### src/rtl/rcf_pkg.sv
package rcf_pkg;
  localparam int FRAME_BYTES = 25;
  localparam int DATA_BYTES  = 22;
  localparam int NUM_CH      = 16;
  localparam int CH_W        = 11;
  localparam int FLAG_IDX    = 23;
  localparam int END_IDX     = 24;
  localparam int IDX_W       = $clog2(FRAME_BYTES);
  localparam logic [7:0] START_BYTE = 8'h0F;
  localparam logic [7:0] END_BYTE   = 8'h00;

  typedef enum logic [2:0] {
    RX_IDLE, RX_START, RX_DATA, RX_PAR, RX_STOP1, RX_STOP2
  } rx_state_e;
endpackage

### src/rtl/rcf_rx_bit.sv
module rcf_rx_bit #(
  parameter int CLKS_PER_BIT = 500
) (
  input  logic       clk_i,
  input  logic       rst_ni,
  input  logic       line_i,
  output logic       vld_o,
  output logic       err_o,
  output logic [7:0] byte_o
);
  import rcf_pkg::*;
  localparam int CNT_W = $clog2(CLKS_PER_BIT + 1);
  localparam logic [CNT_W-1:0] FULL = CNT_W'(CLKS_PER_BIT - 1);
  localparam logic [CNT_W-1:0] HALF = CNT_W'(CLKS_PER_BIT / 2 - 1);

  logic [1:0]       sync_q;
  logic             rxd;
  rx_state_e        st_q;
  logic [CNT_W-1:0] cnt_q;
  logic [2:0]       bit_q;
  logic [7:0]       sh_q;
  logic             perr_q, serr_q;

  always_ff @(posedge clk_i or negedge rst_ni) begin
    if (!rst_ni) sync_q <= 2'b00;
    else         sync_q <= {sync_q[0], line_i};
  end
  assign rxd = ~sync_q[1];  // restore UART polarity

  always_ff @(posedge clk_i or negedge rst_ni) begin
    if (!rst_ni) begin
      st_q   <= RX_IDLE;
      cnt_q  <= '0;
      bit_q  <= '0;
      sh_q   <= '0;
      perr_q <= 1'b0;
      serr_q <= 1'b0;
      vld_o  <= 1'b0;
      err_o  <= 1'b0;
    end else begin
      vld_o <= 1'b0;
      if (st_q == RX_IDLE) begin
        if (!rxd) begin
          st_q  <= RX_START;
          cnt_q <= HALF;
        end
      end else if (cnt_q != '0) begin
        cnt_q <= cnt_q - 1'b1;
      end else begin
        cnt_q <= FULL;
        unique case (st_q)
          RX_START: begin
            if (!rxd) begin
              st_q   <= RX_DATA;
              bit_q  <= '0;
              perr_q <= 1'b0;
              serr_q <= 1'b0;
            end else begin
              st_q <= RX_IDLE;  // glitch
            end
          end
          RX_DATA: begin
            sh_q  <= {rxd, sh_q[7:1]};
            bit_q <= bit_q + 1'b1;
            if (bit_q == 3'd7) st_q <= RX_PAR;
          end
          RX_PAR: begin
            perr_q <= ^sh_q ^ rxd;
            st_q   <= RX_STOP1;
          end
          RX_STOP1: begin
            serr_q <= ~rxd;
            st_q   <= RX_STOP2;
          end
          RX_STOP2: begin
            vld_o <= 1'b1;
            err_o <= perr_q | serr_q | ~rxd;
            st_q  <= RX_IDLE;
          end
          default: st_q <= RX_IDLE;
        endcase
      end
    end
  end

  assign byte_o = sh_q;
endmodule

### src/rtl/rcf_frame_asm.sv
module rcf_frame_asm
  import rcf_pkg::*;
(
  input  logic                    clk_i,
  input  logic                    rst_ni,
  input  logic                    vld_i,
  input  logic                    err_i,
  input  logic [7:0]              byte_i,
  output logic [DATA_BYTES*8-1:0] payload_o,
  output logic [7:0]              flags_o,
  output logic [IDX_W-1:0]        idx_o,
  output logic                    frame_ok_o
);
  logic [7:0]       buf_q [FRAME_BYTES];
  logic [IDX_W-1:0] idx_q;

  always_ff @(posedge clk_i or negedge rst_ni) begin
    if (!rst_ni) begin
      idx_q <= '0;
      for (int i = 0; i < FRAME_BYTES; i++) buf_q[i] <= '0;
    end else if (vld_i) begin
      if (err_i) begin
        idx_q <= '0;
      end else if (idx_q == '0) begin
        if (byte_i == START_BYTE) begin
          buf_q[0] <= byte_i;
          idx_q    <= IDX_W'(1);
        end
      end else begin
        buf_q[idx_q] <= byte_i;
        idx_q <= (idx_q == IDX_W'(END_IDX)) ? '0 : idx_q + 1'b1;
      end
    end
  end

  for (genvar j = 0; j < DATA_BYTES; j++) begin : g_pl
    assign payload_o[j*8 +: 8] = buf_q[j+1];
  end

  assign flags_o    = buf_q[FLAG_IDX];
  assign idx_o      = idx_q;
  assign frame_ok_o = vld_i && !err_i && (idx_q == IDX_W'(END_IDX)) &&
                      (byte_i == END_BYTE) && (buf_q[0] == START_BYTE);
endmodule

### src/rtl/rcf_unpack.sv
module rcf_unpack
  import rcf_pkg::*;
(
  input  logic [DATA_BYTES*8-1:0] payload_i,
  input  logic [7:0]              flags_i,
  output logic [NUM_CH*CH_W-1:0]  ch_o,
  output logic [1:0]              dig_o,
  output logic                    lost_o,
  output logic                    fs_o
);
  for (genvar k = 0; k < NUM_CH; k++) begin : g_ch
    assign ch_o[k*CH_W +: CH_W] = payload_i[k*CH_W +: CH_W];
  end
  assign dig_o  = {flags_i[6], flags_i[7]};
  assign lost_o = flags_i[5];
  assign fs_o   = flags_i[4];
endmodule

### src/rtl/rcf_decoder.sv
module rcf_decoder
  import rcf_pkg::*;
#(
  parameter int CLK_HZ  = 50_000_000,
  parameter int BAUD_HZ = 100_000
) (
  input  logic                   clk_i,
  input  logic                   rst_ni,
  input  logic                   line_i,
  output logic [NUM_CH*CH_W-1:0] ch_o,
  output logic [1:0]             dig_o,
  output logic                   lost_o,
  output logic                   fs_o,
  output logic                   valid_o
);
  localparam int CLKS_PER_BIT = CLK_HZ / BAUD_HZ;

  logic                    rx_vld, rx_err;
  logic [7:0]              rx_byte;
  logic [DATA_BYTES*8-1:0] payload;
  logic [7:0]              flags;
  logic [IDX_W-1:0]        asm_idx;
  logic                    frame_ok;
  logic [NUM_CH*CH_W-1:0]  ch_d;
  logic [1:0]              dig_d;
  logic                    lost_d, fs_d;

  rcf_rx_bit #(.CLKS_PER_BIT(CLKS_PER_BIT)) u_rx (
    .clk_i, .rst_ni, .line_i,
    .vld_o(rx_vld), .err_o(rx_err), .byte_o(rx_byte)
  );

  rcf_frame_asm u_asm (
    .clk_i, .rst_ni,
    .vld_i(rx_vld), .err_i(rx_err), .byte_i(rx_byte),
    .payload_o(payload), .flags_o(flags), .idx_o(asm_idx),
    .frame_ok_o(frame_ok)
  );

  rcf_unpack u_unp (
    .payload_i(payload), .flags_i(flags),
    .ch_o(ch_d), .dig_o(dig_d), .lost_o(lost_d), .fs_o(fs_d)
  );

  always_ff @(posedge clk_i or negedge rst_ni) begin
    if (!rst_ni) begin
      ch_o    <= '0;
      dig_o   <= '0;
      lost_o  <= 1'b0;
      fs_o    <= 1'b0;
      valid_o <= 1'b0;
    end else begin
      valid_o <= frame_ok;
      if (frame_ok) begin
        ch_o   <= ch_d;
        dig_o  <= dig_d;
        lost_o <= lost_d;
        fs_o   <= fs_d;
      end
    end
  end
endmodule

### config.mk
export PLATFORM = sky130hd
export DESIGN_NAME = rcf_decoder
export DESIGN_NICKNAME = d
export VERILOG_FILES = /design/src/rtl/rcf_pkg.sv /design/src/rtl/rcf_rx_bit.sv /design/src/rtl/rcf_frame_asm.sv /design/src/rtl/rcf_unpack.sv /design/src/rtl/rcf_decoder.sv
export SDC_FILE = /design/constraint.sdc
export NUM_CORES = 1
export LEC_CHECK = 0
export ABC_AREA = 1
export CORE_ASPECT_RATIO = 0.6
export CORE_UTILIZATION = 35
export DETAILED_ROUTE_END_ITERATION = 8
export DONT_BUFFER_PORTS = 1
export PLACE_DENSITY_LB_ADDON = 0.05
export SYNTH_ARGS = -nofsm -noshare
export SYNTH_HDL_FRONTEND = slang
export SYNTH_SLANG_ARGS = --single-unit
### constraint.sdc
create_clock -name clk_i -period 2.25 [get_ports clk_i]
set_input_delay 0.45 -clock clk_i [delete_from_list [all_inputs] [get_ports clk_i]]
set_output_delay 0.45 -clock clk_i [all_outputs]
set_load 0.005 [all_outputs]
== Yosys cells after proc, flatten, opt, wreduce, memory -nomap -nowiden ==
Index checks and enable logic that the tools add are counted.
W data, S select, Z words.

* Register bits after elaboration: 415
* Output and inout port bits: 181
* Input port bits: 3

* Bitwise logic cells: 9
* Order comparisons: 2
* Multiplexer cells: 26
* Equal/unequal tests: 15
* Reductions and logical operators: 23
* Add/sub/neg operators: 3

{| class="wikitable"
|+ Operator list
! kind !! number
|-
| $bwmux W200 || 1
|-
| $demux W8 S5 || 1
|-
| $mux W9 || 3
|-
| $mux W8 || 3
|-
| $mux W5 || 4
|-
| $eq A8 B4 Y1 const B || 2
|-
| $mux W3 || 5
|-
| $reduce_and A3 Y1 || 5
|-
| $pmux W3 S4 || 1
|-
| $reduce_and A4 Y1 || 3
|-
| $eq A3 B3 Y1 const B || 3
|-
| $reduce_bool A9 Y1 || 1
|-
| $sub A9 B1 Y9 const B || 1
|-
| $logic_not A8 Y1 || 1
|-
| $reduce_xor A8 Y1 || 1
|-
| $eq A3 B2 Y1 const B || 2
|-
| $ge A6 B6 Y1 const B || 1
|-
| $lt A6 B1 Y1 const B || 1
|-
| $ne A2 B1 Y1 const B || 3
|-
| $not A5 Y6 || 1
|-
| $pmux W3 S2 || 1
|-
| $reduce_bool A2 Y1 || 3
|-
| $add A5 B1 Y5 const B || 1
|-
| $eq A5 B5 Y1 const B || 1
|-
| other kinds (16) || 29
|}

== Depth between registers and ports, before layout ==
Gate-level depths: netlist (run 1).

* Depth in word-level cells: 7
* Depth in mapped cells: 12

== By module ==
Synthesis (run 1) repeated with hierarchy kept, for this count alone.

* Cell total of the unflattened synthesis: 2088
* Area total of the unflattened synthesis: 18809.3 um^2

{| class="wikitable"
|+ By module, submodules not included
! module !! area an instance (um^2) !! instances !! cells an instance
|-
| rcf_frame_asm || 9063.7 || 1 || 962
|-
| rcf_decoder || 6827.8 || 1 || 761
|-
| rcf_rx_bit || 1566.5 || 1 || 185
|-
| rcf_unpack || 1351.3 || 1 || 180
|}

== Least setup slack after synthesis (run 1) ==
No wires, ideal clock.

* Kind: register to register
* Start: register u_rx.sh_q[4], in the netlist u_rx.byte_o[4]
* End: register u_asm.buf_q[197] (netlist bit)
* Arrival: 1.834 ns
* Required time: 2.117 ns
* Slack: 0.283 ns
* Clock period less this slack: 1.967 ns
* Stages on the path, launching flop included: 12
* Cells stage by stage: dfrtp_1 inv_1 clkbuf_1 ha_1 nand2_1 nor3_1 inv_1 or2_1 clkbuf_1 buf_2 nand2_1 o21ai_0

* Cells in the longest elaborated chain, start to end: 3

{| class="wikitable"
|+ Ends and longest elaborated chain
! item !! RTL line !! source
|-
| start: declaration || rcf_rx_bit.sv:21 || <nowiki>logic [7:0] sh_q;</nowiki>
|-
| start signal: assignment || rcf_rx_bit.sv:63 || <nowiki>sh_q <= {rxd, sh_q[7:1]};</nowiki>
|-
| $eq A8 B4 Y1 || rcf_frame_asm.sv:25 || <nowiki>if (byte_i == START_BYTE) begin</nowiki>
|-
| $ne A2 B2 Y1 (no line) || n/a ||
|-
| $reduce_and A3 Y1 (no line) || n/a ||
|-
| end signal: indexed assignment || rcf_frame_asm.sv:30 || <nowiki>buf_q[idx_q] <= byte_i;</nowiki>
|-
| end: declaration || rcf_frame_asm.sv:14 || <nowiki>logic [7:0] buf_q [FRAME_BYTES];</nowiki>
|}

No other way between the ends.
A chain may end at the register's enable or synchronous reset.

== Worst setup path in the final report (run 1) ==
* Start: register u_asm.idx_q[0], in the netlist u_asm.idx_o[0]
* End: register ch_o[36]

* Cells in the longest elaborated chain, start to end: 4

{| class="wikitable"
|+ Ends and longest elaborated chain
! item !! RTL line !! source
|-
| start: declaration || rcf_frame_asm.sv:15 || <nowiki>logic [IDX_W-1:0] idx_q;</nowiki>
|-
| start signal: assignment || rcf_frame_asm.sv:31 || <nowiki>idx_q <= (idx_q == IDX_W'(END_IDX)) ? '0 : idx_q + 1'b1;</nowiki>
|-
| $eq A5 B5 Y1 || rcf_frame_asm.sv:42 || <nowiki>assign frame_ok_o = vld_i && !err_i && (idx_q == IDX_W'(END_IDX)) &&</nowiki>
|-
| $logic_and A1 B1 Y1 (2 in a row) || rcf_frame_asm.sv:42 ||
|-
| $logic_and A1 B1 Y1 || rcf_frame_asm.sv:43 || <nowiki>(byte_i == END_BYTE) && (buf_q[0] == START_BYTE);</nowiki>
|-
| end signal: assignment || rcf_decoder.sv:55 || <nowiki>ch_o <= ch_d;</nowiki>
|-
| end: declaration || rcf_decoder.sv:10 || <nowiki>output logic [NUM_CH*CH_W-1:0] ch_o,</nowiki>
|}

No other way between the ends.

==> results of run 1 <==
routing by layer:
layer / part of all wire, % / GRT usage [%]
met1: 51 / 28.1
met2: 42 / 26.9
met3: 5.3 / 4.32
met4: 1.2 / 3.36
met5: 0 / 0
cell usage after synthesis (all sizes together):
master  instances
a21oi           2
and2            1
buf            58
clkbuf         26
dfrtp         403
ha             13
inv            40
nand2         825
nand3          28
nand4          11
nor2           42
nor3            5
o21ai         205
o22ai           2
or2             2
xnor2           3
xor2            5
worst max path at each step:
stage | from | end | slack [ns]
final | u_asm.idx_o[0] | ch_o[36] | 0.18
after global routing | u_asm.idx_o[0] | ch_o[34] | 0.03
after CTS | u_asm.idx_o[0] | ch_o[71] | 0.09
after detailed placement | u_asm.idx_o[0] | ch_o[71] | 0.13
after global placement | u_asm.idx_o[0] | ch_o[79] | 0.11
after floorplan | u_rx.byte_o[4] | u_asm.buf_q[197] | 0.28
cell usage in the layout, fill, tap and decap left out, types with 5 or more instances in the layout:
cell,instances
buf_12,6
buf_4,13
clkbuf_1,11
clkbuf_16,44
clkbuf_8,9
dfrtp_1,403
ha_1,12
inv_1,36
nand2_1,808
nand2_2,9
nand2_4,8
nand3_1,24
nand4_1,11
nor2_1,39
o21ai_0,161
o21ai_1,44
xor2_1,5
logic make-up (layout without fill, tap and decap cells):
family,after synthesis,after routing,share of synthesized area [%]
XOR/XNOR,8,8,0.448
adder cells (fa/ha/maj),13,13,1.04
AO/OA/AOI/OAI,209,209,6.70
AND/OR/NAND/NOR,914,914,23.2
flip-flops,403,403,64.4
buffers and inverters,124,133,4.13
registers in the layout, indices dropped and copies added, names as in the netlist, 3 cells and up:
name,cells
ch_o,176
u_asm.payload_o,176
u_rx.cnt_q,9
u_asm.buf_q,8
u_rx.byte_o,8
u_asm.idx_o,5
u_asm.flags_o,4
u_rx.bit_q,3
u_rx.st_q,3
repair_timing:
item                                    4_1_cts  5_1_grt
resized for setup                             0        2
hold endpoints to repair                    404      403
endpoints found under the setup margin        0       72
buffers inserted                              0        0
cell type report:
type | instances | share of cell area (%)
clock inverters | 8 | 0.422
repair buffers | 22 | 1.60
well taps | 579 | 4.14
multi-input cells | 1144 | 28.2
clock buffers | 63 | 7.09
inverters | 40 | 0.887
flip-flops and latches | 403 | 57.6
worst reg2reg max path: cells and delay by family, from the launching register on:
kind          cells  cell delay, ns
fa+ha+maj         1            0.25
simple gates      4            0.51
buf+inv           4            0.76
flops             1            0.43
stage by stage:
stage,setup slack (ns),cells,util [%]
final,0.180,2259,40.0
after global routing,0.0320,2259,40.0
after CTS,0.0946,2258,40.0
after detailed placement,0.133,2186,36.9
after global placement,0.106,2186,36.9
after floorplan,0.283,1671,-
power breakdown:
| group | total [mW] | internal, mW | switching [mW] |
|---|---|---|---|
| Combinational | 0.447 | 0.151 | 0.296 |
| Clock | 6.79 | 3.91 | 2.88 |
| Sequential | 7.39 | 7.32 | 0.0746 |
| Total | 14.6 | 11.4 | 3.25 |
==> run_results.csv, run 1 <==
group,metric,value,unit
worst_setup_path,cp_slowest_stage_delay,0.43,ns
job,max_cap_viol_count,0,
worst_setup_path,cp.depth,9,
die,coreArea,43700,µm²
cts,clkSinkCount,403,
global_route,grt_start_max_net_pins,404,
final_layout,design_area,17500,µm²
synthesis,synth_area_leaders,"dfrtp_1 64%, nand2_1 19%, o21ai_0 5.1%, o21ai_1 1.4%, buf_2 1.1%",
timing,rsz0062_at_grt,"false",
route,vias,10613,
worst_setup_path,critPathArrivalTime,2.49,ns
timing,tightest_slew,1.30,ns
global_route,grt_pass1_wl,65700,µm
worst_setup_path,cp-end-kind,"flip-flop",
worst_setup_path,crit_buf_inv,4,
route,ant_nets,0,
global_route,grt_pass1_vias,10758,
synthesis,yosysTopAreaCellShare,64.4,%
worst_setup_path,cpMaxStageDelayCell,"dfrtp_1",
synthesis,syn_nets,1687,
worst_setup_path,timing.rr.end,"ch_o[36]",
timing,finalClockSkew,0.0183,ns
worst_setup_path,worstPathRequired,2.67,ns
pwr,peakVddDrop,0.417,mV
final_layout,seq_area,10100,µm²
die,die_area,45600,µm²
timing,slew_headroom,13.2,%
synthesis,synth_cell_types,29,
global_route,grt_usage,18.5,%
timing,finalSetupTns,0,ns
route,routed_wl,41200,µm
worst_setup_path,path_class,"reg2reg",
synthesis,ys_ff_latch,403,
worst_hold_path,hold_path.class,"in2async",
worst_setup_path,start_kind,"flip-flop",
timing,final-hold-violation-count,403,
placement,port_buffers,0,
cts,hold_buffers,1,
cts,cts_buffers,41,
placement,placed_area,16100,µm²
final_layout,fillers,4432,
worst_setup_path,path_max_fanout,42,
cts,clockBufferDepth,3,
synthesis,synthCells,1671,
die,start_util,35.8,%
timing,min_period,2.07,ns
cts,cts.clk_slew.worst_paths,0.06,ns
cts,cts_max_level,2,
die,fp-row-count,59,
worst_setup_path,reg2reg_depth,9,
final_layout,fin_nets,1668,
pwr,power,14.6,mW
synthesis,mappedNetlistArea,15700,µm²
worst_setup_path,regToRegStartpoint,"u_asm.idx_o[0]",
worst_setup_path,critPathMostFrequentCell,"nand2_1",
timing,finalCritPeriodShare,92.0,%
final_layout,diodes,0,
placement,place.gp.congestion,0.773,
synthesis,syn_avg_cell_area,9.37,µm²
route,drtIter0Drc,736,
die,die_w,275,µm
worst_setup_path,r2r_slack,0.18,ns
global_route,overflow,0,
timing,clock.fmax,483,MHz
cts,cts_tree,"done",
die,die_height,166,µm
final_layout,drive_above_1_share,6.67,%
synthesis,ys_seq_area_share,64.4,%
status,violations,"design-rule violations, negative hold slack",
final_layout,area_growth,11.8,%
timing,slew_viol_final,0,
route,avgViaCountPerCell,4.70,
synthesis,ys_warn_count,0,
route,wire_per_inst,18.3,µm
worst_setup_path,crit_chain,"inv_1 > ha_2 > nand4_1 > inv_2 > nand3_4 > buf_12 > buf_16 > nand2_1 > nand2_1",
global_route,antenna_found_initial,0,
die,num_io_pins,184,
status,outcome,"complete, but fails checks",
pwr,p_leak,8.98,nW
placement,hpwl,23200,µm
worst_setup_path,cpLargestDelayFamily,"buffers and inverters",
final_layout,multi_input_area,4930,µm²
route,first_pass_iters,6,
synthesis,synth_area_leader_cell,"dfrtp_1",
cts,cts-root-buf,"clkbuf_16",
cts,insertion_delay,0.55,ns
timing,holdWs,-0.399,ns
timing,setup_violations,0,
route,drc,7,
pwr,p_per_area,836,nW/µm²
Note: power is estimated with default switching activity, not from simulation.
==> run 2: changes to the inputs <==
Settings changed: MAX_ROUTING_LAYER from default to met4.
==> run 2 against run 1 <==
Against the previous run:
- the flow finishes with violations (design-rule violations, negative hold slack, max-slew violations)
- sequential cell count unchanged
- via count down 0.29%
- count of clock-buffer cells in the layout unchanged
- global-route usage up 0.59 points
- total power about the same
- setup slack worse by 0.0015 ns
- utilization unchanged
- clock power about the same
- first-iteration DRC count up 1.6%
- critical path type unchanged
==> run_results.csv, run 2 (synthesis gave the netlist of run 1 again) <==
group,metric,value,unit
cts,clockBufferDepth,3,
final_layout,design_area,17500,µm²
route,first_pass_iters,9,
timing,holdWs,-0.400,ns
timing,clock.fmax,483,MHz
timing,final-hold-violation-count,230,
worst_setup_path,path_max_fanout,42,
cts,hold_buffers,1,
placement,placed_area,16100,µm²
timing,finalSetupTns,0,ns
global_route,grt_start_max_net_pins,404,
pwr,power,14.6,mW
placement,place.gp.congestion,0.784,
pwr,p_int,11.4,mW
route,avgViaCountPerCell,4.68,
worst_setup_path,critPathArrivalTime,2.49,ns
worst_setup_path,reg2reg_depth,9,
job,max_cap_viol_count,0,
pwr,p_leak,8.98,nW
die,start_util,35.8,%
cts,cts.clk_slew.worst_paths,0.06,ns
pwr,p_comb_share,3.1,%
route,routed_wl,41300,µm
final_layout,drive_above_1_share,6.67,%
die,num_io_pins,184,
die,die_height,166,µm
cts,cts_max_level,2,
final_layout,multi_input_area,4930,µm²
pwr,clockPowerShare,46.4,%
worst_setup_path,regToRegStartpoint,"u_asm.idx_o[0]",
cts,cts_buffers,41,
status,violations,"design-rule violations, negative hold slack, max-slew violations",
die,coreArea,43700,µm²
worst_setup_path,path_class,"reg2reg",
route,drc,7,
route,wire_per_inst,18.3,µm
timing,slew_headroom,-50.6,%
die,die_area,45600,µm²
pwr,seqPwrFrac,50.5,%
cts,clkSinkCount,403,
final_layout,layout_common_cells,"808 x nand2_1, 403 x dfrtp_1, 161 x o21ai_0",
placement,hpwl,23200,µm
timing,min_period,2.07,ns
final_layout,fin_nets,1668,
cts,insertion_delay,0.55,ns
pwr,swShare,22.2,%
global_route,grt_pass1_vias,10753,
timing,finalClockSkew,0.0181,ns
final_layout,area_growth,11.8,%
route,vias,10582,
status,outcome,"complete, but fails checks",
worst_setup_path,timing.rr.end,"ch_o[36]",
worst_hold_path,hold_path.class,"in2async",
route,drtIter0Drc,748,
worst_setup_path,r2r_slack,0.18,ns
timing,finalWorstSetupSlack,0.179,ns
placement,dp_slack,0.133,ns
global_route,overflow,0,
timing,setup_violations,0,
final_layout,fillers,4432,
worst_setup_path,worstPathRequired,2.67,ns
die,die_w,275,µm
worst_setup_path,crit_start,"u_asm.idx_o[0]",
final_layout,final_common_cell,"nand2_1",
pwr,peakVddDrop,0.421,mV
timing,rsz0062_at_grt,"false",
route,ant_nets,0,
pwr,p_per_area,837,nW/µm²
timing,slew_viol_final,244,
cts,cts_tree,"done",
global_route,antenna_found_initial,0,
worst_setup_path,start_kind,"flip-flop",
placement,port_buffers,0,
worst_setup_path,cp-end-kind,"flip-flop",
die,fp-row-count,59,
timing,finalCritPeriodShare,92.0,%
pwr,switching_power,3.26,mW
cts,cts-root-buf,"clkbuf_16",
global_route,grt_usage,19.1,%
timing,tightest_slew,2.26,ns
global_route,grt_pass1_wl,65700,µm
final_layout,seq_area,10100,µm²
final_layout,diodes,0,
## run 2: layer usage
| layer | part of all wire [%] | GRT usage (%) |
|---|---|---|
| met4 | 1.2 | 3.36 |
| met5 | 0 | - |
| met3 | 5.3 | 4.25 |
| met1 | 52 | 28.3 |
| met2 | 42 | 26.8 |
## run 2: worst max-delay path, stage by stage (launching register included)
cell     delay [ns]
dfrtp_1        0.43
inv_1          0.13
ha_2           0.25
nand4_1        0.20
inv_2          0.15
nand3_4        0.12
buf_12         0.23
buf_16         0.21
nand2_1        0.09
nand2_1        0.07
## run 2: worst max path at each step
| stage | endpoint | slack, ns | cells after the start |
|---|---|---|---|
| floorplan | u_asm.buf_q[197] | 0.28 | 11 |
| global placement | ch_o[79] | 0.11 | 9 |
| detailed placement | ch_o[71] | 0.13 | 9 |
| CTS | ch_o[71] | 0.09 | 9 |
| global route | ch_o[34] | 0.03 | 9 |
| finish | ch_o[36] | 0.18 | 9 |
## run 2: power groups by stage
stage / Combinational (mW) / Sequential (mW) / Clock (mW)
floorplan: 0.364 / 7.51 / 0
global placement: 0.440 / 7.53 / 0
detailed placement: 0.447 / 7.52 / 0
CTS: 0.447 / 7.39 / 7.04
global route: 0.525 / 7.40 / 7.35
finish: 0.449 / 7.39 / 6.79
## run 2: layout make-up
| cell class | instances | area share (%) |
|---|---|---|
| Sequential cell | 403 | 57.6 |
| Multi-Input combinational cell | 1144 | 28.2 |
| Clock buffer | 63 | 7.09 |
| Tap cell | 579 | 4.14 |
| Timing Repair Buffer | 22 | 1.60 |
| Inverter | 40 | 0.887 |
| Clock inverter | 8 | 0.422 |
## run 2: what timing repair did
| item | CTS | global route |
|---|---|---|
| resized for setup | 0 | 2 |
| endpoints found under the hold margin | 404 | 403 |
| buffers inserted | 0 | 0 |
| setup endpoints to repair | 0 | 74 |
## run 2: metrics by stage
step	hold slack, ns	util [%]	cells
3_5_place_dp	0.164	36.9	2186
6_report	-0.400	40.0	2259
3_3_place_gp	0.163	36.9	2186
2_1_floorplan	0.154	-	1671
4_1_cts	-0.427	40.0	2258
5_1_grt	-0.425	40.0	2259
